### src/rtl/segfrm_pkg.sv
// Package: shared word layout for the multiplexed display frame serializer.
// Assumes a fixed 32-bit word with a 12-bit one-hot gate field at the top.
package segfrm_pkg;
    localparam int NUM_POS   = 12;
    localparam int NUM_HL    = 4;
    localparam int WORDS     = NUM_POS + NUM_HL;
    localparam int WORD_W    = 32;
    localparam int SEG_W     = 14;
    localparam int SEP_W     = 3;
    localparam int UNIT_W    = 2;
    localparam int TGT_W     = 4;
    localparam int IDX_W     = $clog2(WORDS);
    localparam int GATE_LSB  = WORD_W - NUM_POS;
    localparam int LBL_BIT   = 19;
    localparam int SEP_LSB   = 16;
    localparam int UNIT_LSB  = 8;

    // Places the 14 segment bits into their split word positions.
    function automatic logic [WORD_W-1:0] pack_seg(input logic [SEG_W-1:0] seg);
        return {16'h0, seg[13:8], 2'b00, seg[7:0]};
    endfunction

    // One-hot gate field for a position, leftmost position on the top bit.
    function automatic logic [NUM_POS-1:0] gate_of(input logic [IDX_W-1:0] pos);
        return NUM_POS'({1'b1, {(NUM_POS-1){1'b0}}} >> pos);
    endfunction
endpackage

### src/rtl/seg_word_timer.sv
// Module: seg_word_timer
// Purpose: emits a one-cycle tick every WORD_DIV system clocks; each tick
// starts one display word. Assumes WORD_DIV >= 2.
module seg_word_timer #(
    parameter int WORD_DIV = 122070
) (
    input  logic clk,
    input  logic rst_n,
    output logic tick_o
);
    localparam int CW = $clog2(WORD_DIV);

    logic [CW-1:0] cnt;

    // Free-running word interval counter.
    always_ff @(posedge clk) begin
        if (!rst_n)                       cnt <= '0;
        else if (cnt == CW'(WORD_DIV-1))  cnt <= '0;
        else                              cnt <= cnt + 1'b1;
    end

    assign tick_o = (cnt == CW'(WORD_DIV-1));
endmodule

### src/rtl/seg_frame_build.sv
// Module: seg_frame_build
// Purpose: holds a per-frame snapshot of display content, walks the sixteen
// word slots and composes the 32-bit word for each slot on a tick.
// Assumes ticks are spaced far enough apart for the shifter to finish.
module seg_frame_build
    import segfrm_pkg::*;
#(
    parameter int BLINK_FRAMES = 32
) (
    input  logic                       clk,
    input  logic                       rst_n,
    input  logic                       tick_i,
    input  logic [NUM_POS*SEG_W-1:0]   char_seg_i,
    input  logic [NUM_POS*SEP_W-1:0]   char_sep_i,
    input  logic [NUM_POS-1:0]         char_lbl_i,
    input  logic [UNIT_W-1:0]          unit_i,
    input  logic [NUM_POS-1:0]         blink_i,
    input  logic [NUM_HL-1:0]          hl_valid_i,
    input  logic [NUM_HL*TGT_W-1:0]    hl_tgt_i,
    output logic [WORD_W-1:0]          word_o,
    output logic                       start_o
);
    localparam int BW = $clog2(BLINK_FRAMES) + 1;
    localparam logic [IDX_W-1:0] LAST_SLOT = IDX_W'(WORDS-1);

    logic [NUM_POS*SEG_W-1:0] sh_seg_f;
    logic [NUM_POS*SEP_W-1:0] sh_sep_f;
    logic [NUM_POS-1:0]       sh_lbl;
    logic [UNIT_W-1:0]        sh_unit;
    logic [NUM_POS-1:0]       sh_blink;
    logic [NUM_HL-1:0]        sh_hv;
    logic [NUM_HL*TGT_W-1:0]  sh_tgt_f;

    logic [SEG_W-1:0] sh_seg [NUM_POS];
    logic [SEP_W-1:0] sh_sep [NUM_POS];
    logic [TGT_W-1:0] sh_tgt [NUM_HL];

    logic             started;
    logic [IDX_W-1:0] idx;
    logic [BW-1:0]    frm_cnt;
    logic             phase;
    logic             frame_end;
    logic             load;
    logic [WORD_W-1:0] word_d;

    assign frame_end = tick_i && (idx == LAST_SLOT);
    assign load      = !started || frame_end;

    // Unpack snapshot buses into per-position and per-slot arrays.
    for (genvar p = 0; p < NUM_POS; p++) begin : g_pos
        assign sh_seg[p] = sh_seg_f[p*SEG_W +: SEG_W];
        assign sh_sep[p] = sh_sep_f[p*SEP_W +: SEP_W];
    end
    for (genvar j = 0; j < NUM_HL; j++) begin : g_hl
        assign sh_tgt[j] = sh_tgt_f[j*TGT_W +: TGT_W];
    end

    // Snapshot capture: continuous before the first word, then once per frame.
    always_ff @(posedge clk) begin
        if (!rst_n) begin
            sh_seg_f <= '0;
            sh_sep_f <= '0;
            sh_lbl   <= '0;
            sh_unit  <= '0;
            sh_blink <= '0;
            sh_hv    <= '0;
            sh_tgt_f <= '0;
        end else if (load) begin
            sh_seg_f <= char_seg_i;
            sh_sep_f <= char_sep_i;
            sh_lbl   <= char_lbl_i;
            sh_unit  <= unit_i;
            sh_blink <= blink_i;
            sh_hv    <= hl_valid_i;
            sh_tgt_f <= hl_tgt_i;
        end
    end

    // Slot walker and start flag.
    always_ff @(posedge clk) begin
        if (!rst_n) begin
            started <= 1'b0;
            idx     <= '0;
        end else if (tick_i) begin
            started <= 1'b1;
            idx     <= idx + 1'b1;
        end
    end

    // Blink phase: advances at each frame boundary.
    always_ff @(posedge clk) begin
        if (!rst_n) begin
            frm_cnt <= '0;
            phase   <= 1'b0;
        end else if (started && frame_end) begin
            if (frm_cnt == BW'(BLINK_FRAMES-1)) begin
                frm_cnt <= '0;
                phase   <= ~phase;
            end else begin
                frm_cnt <= frm_cnt + 1'b1;
            end
        end
    end

    // Word composition for the current slot from the snapshot.
    always_comb begin
        logic [TGT_W-1:0] tgt;
        logic [SEG_W-1:0] seg_v;
        word_d = '0;
        tgt    = sh_tgt[idx[1:0]];
        seg_v  = '0;
        if (idx < IDX_W'(NUM_POS)) begin
            seg_v = (phase && sh_blink[idx]) ? '0 : sh_seg[idx];
            word_d = pack_seg(seg_v);
            word_d[WORD_W-1:GATE_LSB]          = gate_of(idx);
            word_d[LBL_BIT]                    = sh_lbl[idx];
            word_d[SEP_LSB +: SEP_W]           = sh_sep[idx];
            if (idx == IDX_W'(NUM_POS-1))
                word_d[UNIT_LSB +: UNIT_W]     = sh_unit;
        end else if (sh_hv[idx[1:0]] && (tgt < TGT_W'(NUM_POS))) begin
            word_d = pack_seg(sh_seg[tgt]);
            word_d[WORD_W-1:GATE_LSB]          = gate_of(tgt);
        end
    end

    // Output register: word and start pulse for the shifter.
    always_ff @(posedge clk) begin
        if (!rst_n) begin
            word_o  <= '0;
            start_o <= 1'b0;
        end else begin
            start_o <= tick_i;
            if (tick_i) word_o <= word_d;
        end
    end


    slot_step_chk: assert property (@(posedge clk) disable iff (!rst_n)
        tick_i |=> idx == $past(idx) + 1'b1);

    gate_onehot_chk: assert property (@(posedge clk) disable iff (!rst_n)
        start_o |-> $onehot0(word_o[WORD_W-1:GATE_LSB]));

    phase_hold_chk: assert property (@(posedge clk) disable iff (!rst_n)
        !frame_end |=> $stable(phase));

    snapshot_hold_chk: assert property (@(posedge clk) disable iff (!rst_n)
        (started && !frame_end) |=> ($stable(sh_seg_f) && $stable(sh_blink) && $stable(sh_tgt_f)));
endmodule

### src/rtl/seg_shift_out.sv
// Module: seg_shift_out
// Purpose: shifts one 32-bit word out MSB first with an idle-high bit clock,
// data changing on the falling edge and a pause after the 16th bit.
// Assumes start_i arrives only while idle; HALF_DIV and PAUSE_DIV >= 1.
module seg_shift_out
    import segfrm_pkg::*;
#(
    parameter int HALF_DIV  = 63,
    parameter int PAUSE_DIV = 63
) (
    input  logic              clk,
    input  logic              rst_n,
    input  logic              start_i,
    input  logic [WORD_W-1:0] word_i,
    output logic              sclk_o,
    output logic              sdo_o,
    output logic              sen_o
);
    localparam int MAXD = (HALF_DIV > PAUSE_DIV) ? HALF_DIV : PAUSE_DIV;
    localparam int CW   = $clog2(MAXD) + 1;
    localparam int BCW  = $clog2(WORD_W);
    localparam logic [BCW-1:0] LAST_BIT = BCW'(WORD_W-1);
    localparam logic [BCW-1:0] MID_BIT  = BCW'(WORD_W/2-1);

    typedef enum logic [1:0] {S_IDLE, S_LOW, S_HIGH, S_GAP} sh_state_t;

    sh_state_t         state;
    logic [CW-1:0]     cnt;
    logic [BCW-1:0]    bitn;
    logic [WORD_W-1:0] shreg;

    // Serial engine: low half, high half, optional pause, per bit.
    always_ff @(posedge clk) begin
        if (!rst_n) begin
            state  <= S_IDLE;
            cnt    <= '0;
            bitn   <= '0;
            shreg  <= '0;
            sclk_o <= 1'b1;
            sdo_o  <= 1'b1;
            sen_o  <= 1'b0;
        end else begin
            case (state)
                S_IDLE: if (start_i) begin
                    shreg  <= word_i;
                    sdo_o  <= word_i[WORD_W-1];
                    sclk_o <= 1'b0;
                    sen_o  <= 1'b1;
                    bitn   <= '0;
                    cnt    <= '0;
                    state  <= S_LOW;
                end
                S_LOW: begin
                    if (cnt == CW'(HALF_DIV-1)) begin
                        cnt    <= '0;
                        sclk_o <= 1'b1;
                        state  <= S_HIGH;
                    end else begin
                        cnt <= cnt + 1'b1;
                    end
                end
                S_HIGH: begin
                    if (cnt == CW'(HALF_DIV-1)) begin
                        cnt <= '0;
                        if (bitn == LAST_BIT) begin
                            sen_o <= 1'b0;
                            sdo_o <= 1'b1;
                            state <= S_IDLE;
                        end else if (bitn == MID_BIT) begin
                            state <= S_GAP;
                        end else begin
                            shreg  <= shreg << 1;
                            sdo_o  <= shreg[WORD_W-2];
                            sclk_o <= 1'b0;
                            bitn   <= bitn + 1'b1;
                            state  <= S_LOW;
                        end
                    end else begin
                        cnt <= cnt + 1'b1;
                    end
                end
                default: begin
                    if (cnt == CW'(PAUSE_DIV-1)) begin
                        cnt    <= '0;
                        shreg  <= shreg << 1;
                        sdo_o  <= shreg[WORD_W-2];
                        sclk_o <= 1'b0;
                        bitn   <= bitn + 1'b1;
                        state  <= S_LOW;
                    end else begin
                        cnt <= cnt + 1'b1;
                    end
                end
            endcase
        end
    end


    data_stable_at_rise_chk: assert property (@(posedge clk) disable iff (!rst_n)
        $rose(sclk_o) |-> $stable(sdo_o));

    clock_idle_high_chk: assert property (@(posedge clk) disable iff (!rst_n)
        !sen_o |-> sclk_o);

    no_overrun_chk: assert property (@(posedge clk) disable iff (!rst_n)
        start_i |-> state == S_IDLE);
endmodule

### src/rtl/seg_frame_serializer.sv
// Module: seg_frame_serializer (top)
// Purpose: refreshes a 12-position multiplexed segmented display with
// 16-word frames over a clock/data/enable serial link.
// Assumes WORD_DIV > 64*HALF_DIV + PAUSE_DIV + 2.
module seg_frame_serializer
    import segfrm_pkg::*;
#(
    parameter int HALF_DIV     = 63,
    parameter int PAUSE_DIV    = 63,
    parameter int WORD_DIV     = 122070,
    parameter int BLINK_FRAMES = 32
) (
    input  logic                       clk,
    input  logic                       rst_n,
    input  logic [NUM_POS*SEG_W-1:0]   char_seg_i,
    input  logic [NUM_POS*SEP_W-1:0]   char_sep_i,
    input  logic [NUM_POS-1:0]         char_lbl_i,
    input  logic [UNIT_W-1:0]          unit_i,
    input  logic [NUM_POS-1:0]         blink_i,
    input  logic [NUM_HL-1:0]          hl_valid_i,
    input  logic [NUM_HL*TGT_W-1:0]    hl_tgt_i,
    output logic                       sclk_o,
    output logic                       sdo_o,
    output logic                       sen_o
);
    logic              tick;
    logic              start;
    logic [WORD_W-1:0] word;

    seg_word_timer #(.WORD_DIV(WORD_DIV)) u_timer (
        .clk    (clk),
        .rst_n  (rst_n),
        .tick_o (tick)
    );

    seg_frame_build #(.BLINK_FRAMES(BLINK_FRAMES)) u_build (
        .clk        (clk),
        .rst_n      (rst_n),
        .tick_i     (tick),
        .char_seg_i (char_seg_i),
        .char_sep_i (char_sep_i),
        .char_lbl_i (char_lbl_i),
        .unit_i     (unit_i),
        .blink_i    (blink_i),
        .hl_valid_i (hl_valid_i),
        .hl_tgt_i   (hl_tgt_i),
        .word_o     (word),
        .start_o    (start)
    );

    seg_shift_out #(.HALF_DIV(HALF_DIV), .PAUSE_DIV(PAUSE_DIV)) u_shift (
        .clk     (clk),
        .rst_n   (rst_n),
        .start_i (start),
        .word_i  (word),
        .sclk_o  (sclk_o),
        .sdo_o   (sdo_o),
        .sen_o   (sen_o)
    );
endmodule

### config.mk
export PLATFORM = sky130hd
export DESIGN_NAME = seg_frame_serializer
export DESIGN_NICKNAME = d
export VERILOG_FILES = /design/src/rtl/segfrm_pkg.sv /design/src/rtl/seg_word_timer.sv /design/src/rtl/seg_frame_build.sv /design/src/rtl/seg_shift_out.sv /design/src/rtl/seg_frame_serializer.sv
export SDC_FILE = /design/constraint.sdc
export NUM_CORES = 1
export LEC_CHECK = 0
export BUFFER_PORTS_ARGS = -buffer_cell sky130_fd_sc_hd__clkbuf_2
export CAP_MARGIN = 10
export CORE_MARGIN = 2
export CORE_UTILIZATION = 30
export DETAILED_ROUTE_END_ITERATION = 8
export SLEW_MARGIN = 20
export SYNTH_ARGS = -nofsm -noshare
export SYNTH_HDL_FRONTEND = slang
export SYNTH_HIERARCHICAL = 1
export SYNTH_SLANG_ARGS = --single-unit
### constraint.sdc
create_clock -name clk -period 5.3 [get_ports clk]
set_input_delay 1.06 -clock clk [delete_from_list [all_inputs] [get_ports clk]]
set_output_delay 1.06 -clock clk [all_outputs]
set_load 0.005 [all_outputs]
After elaboration in Yosys (flattened, before gate mapping)

Index checks and enable logic that the tools add are counted.

Bits in registers: 360
Output and inout port bits: 3
Logic and storage cells: 135

Add/subtract/negate cells: 5
Order comparisons: 7
Eq/ne operators: 16
Shift-type cells: 2
Multiplexer cells: 62
Bitwise logic cells: 6
Reduce and logical (&&, ||, !) cells: 16

Operators with widths:

| operator              | count |
|---|---|
| $mux 31               | 5 |
| $bmux 14 s4           | 2 |
| $pmux 31 s3           | 1 |
| $mux 14               | 5 |
| $mux 32               | 2 |
| $mux 5                | 5 |
| $shr 12x4->12 const A | 2 |
| $mux 7                | 3 |
| $add 17x1->17 const B | 1 |
| $eq 17x17->1 const B  | 1 |
| $mux 1                | 17 |
| $pmux 5 s3            | 1 |
| $mux 2                | 7 |
| $bmux 3 s4            | 1 |
| $reduce_and 6->1      | 2 |
| $ge 5x5->1 const B    | 2 |
| $not 4->5             | 2 |
| $bmux 1 s4            | 2 |
| $bmux 4 s2            | 1 |
| $eq 4x4->1 const B    | 2 |
| $lt 4x4->1 const B    | 2 |
| $mux 4                | 2 |
| $reduce_and 4->1      | 2 |
| $add 7x1->7 const B   | 1 |
| other kinds (31)      | 43 |

Longest topological paths before layout

Word-level depth: 10
Mapped depth: 12

By module

Netlist, hierarchy kept.

Modules (own cells, without submodules):

| module          | times used | cells each | area an instance (um2) | sequential area each (um2) |
|---|---|---|---|---|
| seg_frame_build | 1          | 1684       | 14448.9                | 5905.7 |
| seg_shift_out   | 1          | 268        | 2507.4                 | 960.9 |
| seg_word_timer  | 1          | 88         | 799.5                  | 340.3 |

Worst setup path before layout

No wires, ideal clock.

Path type: register to register
From: register u_timer.cnt[3]
To: register u_build.frm_cnt[0]
Setup time: 116 ps
Arrival: 2244 ps
Slack: 2939 ps
Cell stages (with the launch flop): 11
Clock period less this slack: 2361 ps
Path through: dfxtp_1 -> nor4b_1 -> nand4_1 -> nor2_1 -> clkbuf_1 -> nand4_1 -> nor2_1 -> nand4_1 -> nor3b_1 -> nand2b_1 -> nor2_1

Cells in the longest elaborated chain, start to end: 3

Ends and longest elaborated chain:

| element                | line                       | text |
|---|---|---|
| from (decl)            | seg_word_timer.sv:13       | `logic [CW-1:0] cnt;` |
| from (signal assigned) | seg_word_timer.sv:19       | `else cnt <= cnt + 1'b1;` |
| $eq 17x17->1           | seg_word_timer.sv:22       | `assign tick_o = (cnt == CW'(WORD_DIV-1));` |
| via tick               | seg_frame_serializer.sv:26 | `logic tick;` |
| $logic_and 1x1->1      | seg_frame_build.sv:46      | `assign frame_end = tick_i && (idx == LAST_SLOT);` |
| $logic_and 1x1->1      | seg_frame_build.sv:95      | `end else if (started && frame_end) begin` |
| to (signal assigned)   | seg_frame_build.sv:100     | `frm_cnt <= frm_cnt + 1'b1;` |
| to (decl)              | seg_frame_build.sv:40      | `logic [BW-1:0] frm_cnt;` |

The timed path passes the listed nets, and every way through them passes these cells.
A chain may end at the register's enable or synchronous reset.

Worst setup path in the final report

From: register u_build.idx[1]
To: register u_build.word_o[2]

Cells in the longest elaborated chain, start to end: 10
Elaborated cells on any way between the ends: 23

Ends and longest elaborated chain:

| element                                     | line                   | text |
|---|---|---|
| from (decl)                                 | seg_frame_build.sv:39  | `logic [IDX_W-1:0] idx;` |
| from (signal assigned)                      | seg_frame_build.sv:86  | `idx <= idx + 1'b1;` |
| $not 2->3 (implied by the code)             | seg_frame_build.sv:110 | `tgt = sh_tgt[idx[1:0]];` |
| $bmux 4 s2                                  | seg_frame_build.sv:110 |  |
| $mux 4 (implied by the code) (2 in series)  | seg_frame_build.sv:110 |  |
| $not 4->5 (implied by the code)             | seg_frame_build.sv:121 | `word_d = pack_seg(sh_seg[tgt]);` |
| $bmux 14 s4                                 | seg_frame_build.sv:121 |  |
| $mux 14 (implied by the code) (2 in series) | seg_frame_build.sv:121 |  |
| $mux 32                                     | seg_frame_build.sv:120 | `end else if (sh_hv[idx[1:0]] && (tgt < TGT_W'(NUM_POS))) begin` |
| $mux 32 *                                   | seg_frame_build.sv:112 | `if (idx < IDX_W'(NUM_POS)) begin` |
| to (signal assigned)                        | seg_frame_build.sv:133 | `if (tick_i) word_o <= word_d;` |
| to (decl)                                   | seg_frame_build.sv:20  | `output logic [WORD_W-1:0] word_o,` |

Mark *: on every way between the ends. The rest lies on a longest branch, timed or not. The select of a mux whose other input is x is not followed.

==> summary.md <==
| Metric | Value |
|---|---|
| Via count of the routed design | between 15000 and 20000 |
| Die W | approximately 250 um |
| Period utilization | 61.02% |
| Worst Setup End Kind | register |
| Worst Hold Depth | 2 |
| Placement Rows | approximately 90 |
| Mapped Cells | about 2000 |
| Layout Nets | approximately 2500 |
| Routed Antenna Nets | 0 |
| Data arrival, critical path | ~3.7 ns |
| Fraction of layout cells with a size suffix above 1 | 19.87% |
| Max Clk Rate | 0.3092 GHz |
| TritonCTS clock tree | built |
| VDD IR max | around 0.00019 V |
| Max Buffers Root-to-Sink | 3 |
| Synth warnings | 6 |
| Total CTS buffers | 40 |
| Hold Path Class | register to register |
| Area growth, synth to finish | 16.74% |
| I/O pin count | roughly 260 |
| GP Congestion | 0.8823 |
| Port Buffers | 254 |
| Async SR Flop Fraction | 0% |
| H-Tree Level Count | 2 |
| Pwr dens | slightly above 300 nW/um^2 |
| Most frequent cells in the layout | nand2_1, dfxtp_1, clkbuf_2, a21boi_0 |
| Initial antenna violation count | 1 |
| Commonest non-fill, non-tap cell in the layout | nand2_1 |
| Reg2reg start | u_build/idx[1]$_SDFFE_PN0P_ |
| Setup tns final | 0 ns |
| CORE AREA | just under 60000 um^2 |
| FF-to-FF path depth | 7 |
| Clk root buf | clkbuf_16 |
| Clock skew | about 0.014 ns |
| Worst-skew pair later-pin latency | roughly 0.57 ns |
| Worst-Margin Slew | around 1.1 ns |
| Vias in the first global route | 15025 |
| Global route overflow | 0 |
| Initial DRC count | 1170 |
| Mapped Avg Cell Area | 8.704 um^2 |
| Slew headroom | 29.24% |
| RSZ-0062 raised after global routing | no |
| Syn_nets | ~2300 |
| PostCTS Resize Cnt | 0 |
| Min Tclk post-route | 3.234 ns |
| Routed wire per std cell | roughly 19 um |
| Setup slack, reg-to-reg | 2.07 ns |
| Critical Path Start Type | register |
| Post-synth cell types | 70 |
| Leakage power | around 8.5 nW |
| Outcome | complete, no violations |
| Die area | 61150 um^2 |
| Post-CTS Setup Inserts | 0 |
| Max-slew violations | 0 |
| Synth Register Bits | 360 |
| Max Cap Viol | 0 |
| Die Ht | 247.3 um |
| DR DRC count | 0 |
| Worst R2R End | u_build/word_o[2]$_SDFFE_PN0P_ |
| Drt via density | 5.187 |
| Initial Utilization | 30.20% |
| Crit path required time | approximately 5.8 ns |
| Final WL | between 50000 and 60000 um |
| Largest net degree at the start of global routing | 190 |
| End of the worst hold path | u_build/sh_lbl[4]$_SDFFE_PN0P_ |
| Clk slew on worst S/H paths | 0.06 ns |
| WHS | ~0.46 ns |
| Crit path kind | register to register |
| Post-synth EDFFs | 0 |
| Top_reg_cell synth | dfxtp_1 |
| Global-route wire length before repair | approximately 87000 um |
| CP Max Fanout | 59 |
| Final setup vio count | 0 |
| CP startpoint | u_build/idx[1]$_SDFFE_PN0P_ |
| Seq/Total Area, Yosys | 40.59% |
| Post-Syn Area | between 15000 and 20000 um^2 |
| Gr usage total | 18.04% |
| Hold Buf Count CTS | 0 |
| Min-Delay Startpoint | u_build/sh_lbl[4]$_SDFFE_PN0P_ |
| Hold Vio Cnt, Final | 0 |
| 1st-pass router iterations | 6 |
| CTS sink cnt | 360 |
| DP HPWL | approximately 40000 um |
==> synthesized netlist by cell type, types with 8 or more instances <==
master | instances | area (um^2)
a211oi_1 | 58 | 435.4
a21boi_0 | 252 | 1892
a21oi_1 | 24 | 120.1
a22oi_1 | 12 | 90.09
a31oi_1 | 61 | 381.6
a32oi_1 | 12 | 105.1
and2_1 | 10 | 62.56
buf_1 | 10 | 37.54
buf_2 | 23 | 115.1
buf_4 | 8 | 60.06
buf_6 | 13 | 146.4
clkbuf_1 | 118 | 442.9
dfxtp_1 | 360 | 7207
ha_1 | 17 | 212.7
inv_1 | 16 | 60.06
mux2_2 | 15 | 168.9
mux2i_1 | 60 | 600.6
mux4_2 | 60 | 1351
nand2_1 | 633 | 2376
nand2b_1 | 9 | 56.30
nand3_1 | 11 | 55.05
nand4_1 | 16 | 100.1
nor2_1 | 35 | 131.4
nor2b_1 | 32 | 200.2
o211a_1 | 18 | 180.2
o21ai_0 | 44 | 220.2
o221ai_1 | 8 | 70.07
o22ai_1 | 15 | 93.84
xor2_1 | 14 | 122.6
==> area by class of cell <==
type,instances,area [um^2]
Sequential cell,360,7214
Clock buffer,56,1162
Inverter,16,60.06
Timing Repair Buffer,275,1473
Tap cell,773,967.2
Clock inverter,18,160.2
Multi-Input combinational cell,1489,9689
Fill cell,6090,38070
Antenna cell,1,2.502
==> worst max-delay path, cell delays in order, from the launching register on <==
cell and delay [ns]:
dfxtp_4 0.74, mux4_4 0.91, buf_4 0.47, mux2_2 0.38, o22ai_1 0.20, o21ai_0 0.13
o221ai_1 0.13, a21oi_1 0.09
==> state kept, by name (all words and copies together) (netlist names) <==
name / flops
u_build/sh_sep_f: 36
u_build/sh_hv: 4
u_build/sh_lbl: 12
u_build/sh_unit: 2
u_shift/sdo_o: 1
u_build/sh_tgt_f: 16
u_shift/bitn: 5
u_shift/shreg: 31
u_build/start_o: 1
u_build/phase: 1
u_timer/cnt: 17
u_build/started: 1
u_shift/state: 2
u_build/sh_seg_f: 168
u_shift/sen_o: 1
u_build/frm_cnt: 6
u_shift/sclk_o: 1
u_build/sh_blink: 12
u_build/idx: 4
u_shift/cnt: 7
u_build/word_o: 32
==> cell families (layout without fill, tap and decap cells) <==
group	count (synthesis)	in the layout	share of synthesized area [%]
multiplexers	139	139	12.37
adder cells (fa/ha/maj)	17	17	1.198
AND/OR/NAND/NOR	779	779	18.31
flip-flops	360	360	40.59
other	0	1	0
AO/OA/AOI/OAI	534	534	21.61
XOR/XNOR	20	20	0.9866
buffers and inverters	191	365	4.940
==> metrics by stage <==
| step | setup WS [ns] | power (mW) | instance area, um^2 | cells | utilization (%) |
|---|---|---|---|---|---|
| 6_report | 2.066 | 6.398 | 20730 | 2988 | 35.25 |
| 5_1_grt | 1.806 | 6.640 | 20730 | 2988 | 35.25 |
| 4_1_cts | 2.078 | 6.464 | 20730 | 2987 | 35.25 |
| 3_5_place_dp | 2.090 | 3.624 | 19400 | 2913 | 33.00 |
| 3_3_place_gp | 2.166 | 3.606 | 19400 | 2913 | 33.00 |
| 2_1_floorplan | 2.939 | 3.368 | 17760 | 2040 | - |
==> layer usage <==
layer / vias to the layer above / routed length (um) / track usage (%) / part of all wire (%)
met5: - / 0 / 0 / 0
met2: 498 / 25860 / 28.98 / 46
li1: 7407 / - / - / -
met4: 0 / 1673 / 5.583 / 3.0
met3: 105 / 2984 / 2.637 / 5.3
met1: 7488 / 25730 / 24.90 / 46
==> power breakdown <==
part / internal, mW / leakage (nW) / switching [mW]
combinational: 0.282 / 4.91 / 0.334
clock: 1.64 / 0.656 / 1.19
sequential: 2.85 / 2.97 / 0.112
==> how the worst max path moves through the flow <==
stage	depth (start not counted)	slack (ns)	to
after floorplan	10	2.94	u_build/frm_cnt[0]$_SDFFE_PN0P_
after global placement	7	2.17	u_build/word_o[2]$_SDFFE_PN0P_
after detailed placement	7	2.09	u_build/word_o[2]$_SDFFE_PN0P_
after CTS	7	2.08	u_build/word_o[2]$_SDFFE_PN0P_
after global routing	8	1.81	u_build/sh_seg_f[95]$_SDFFE_PN0P_
final	7	2.07	u_build/word_o[2]$_SDFFE_PN0P_
(Power assumes the default switching activity.)
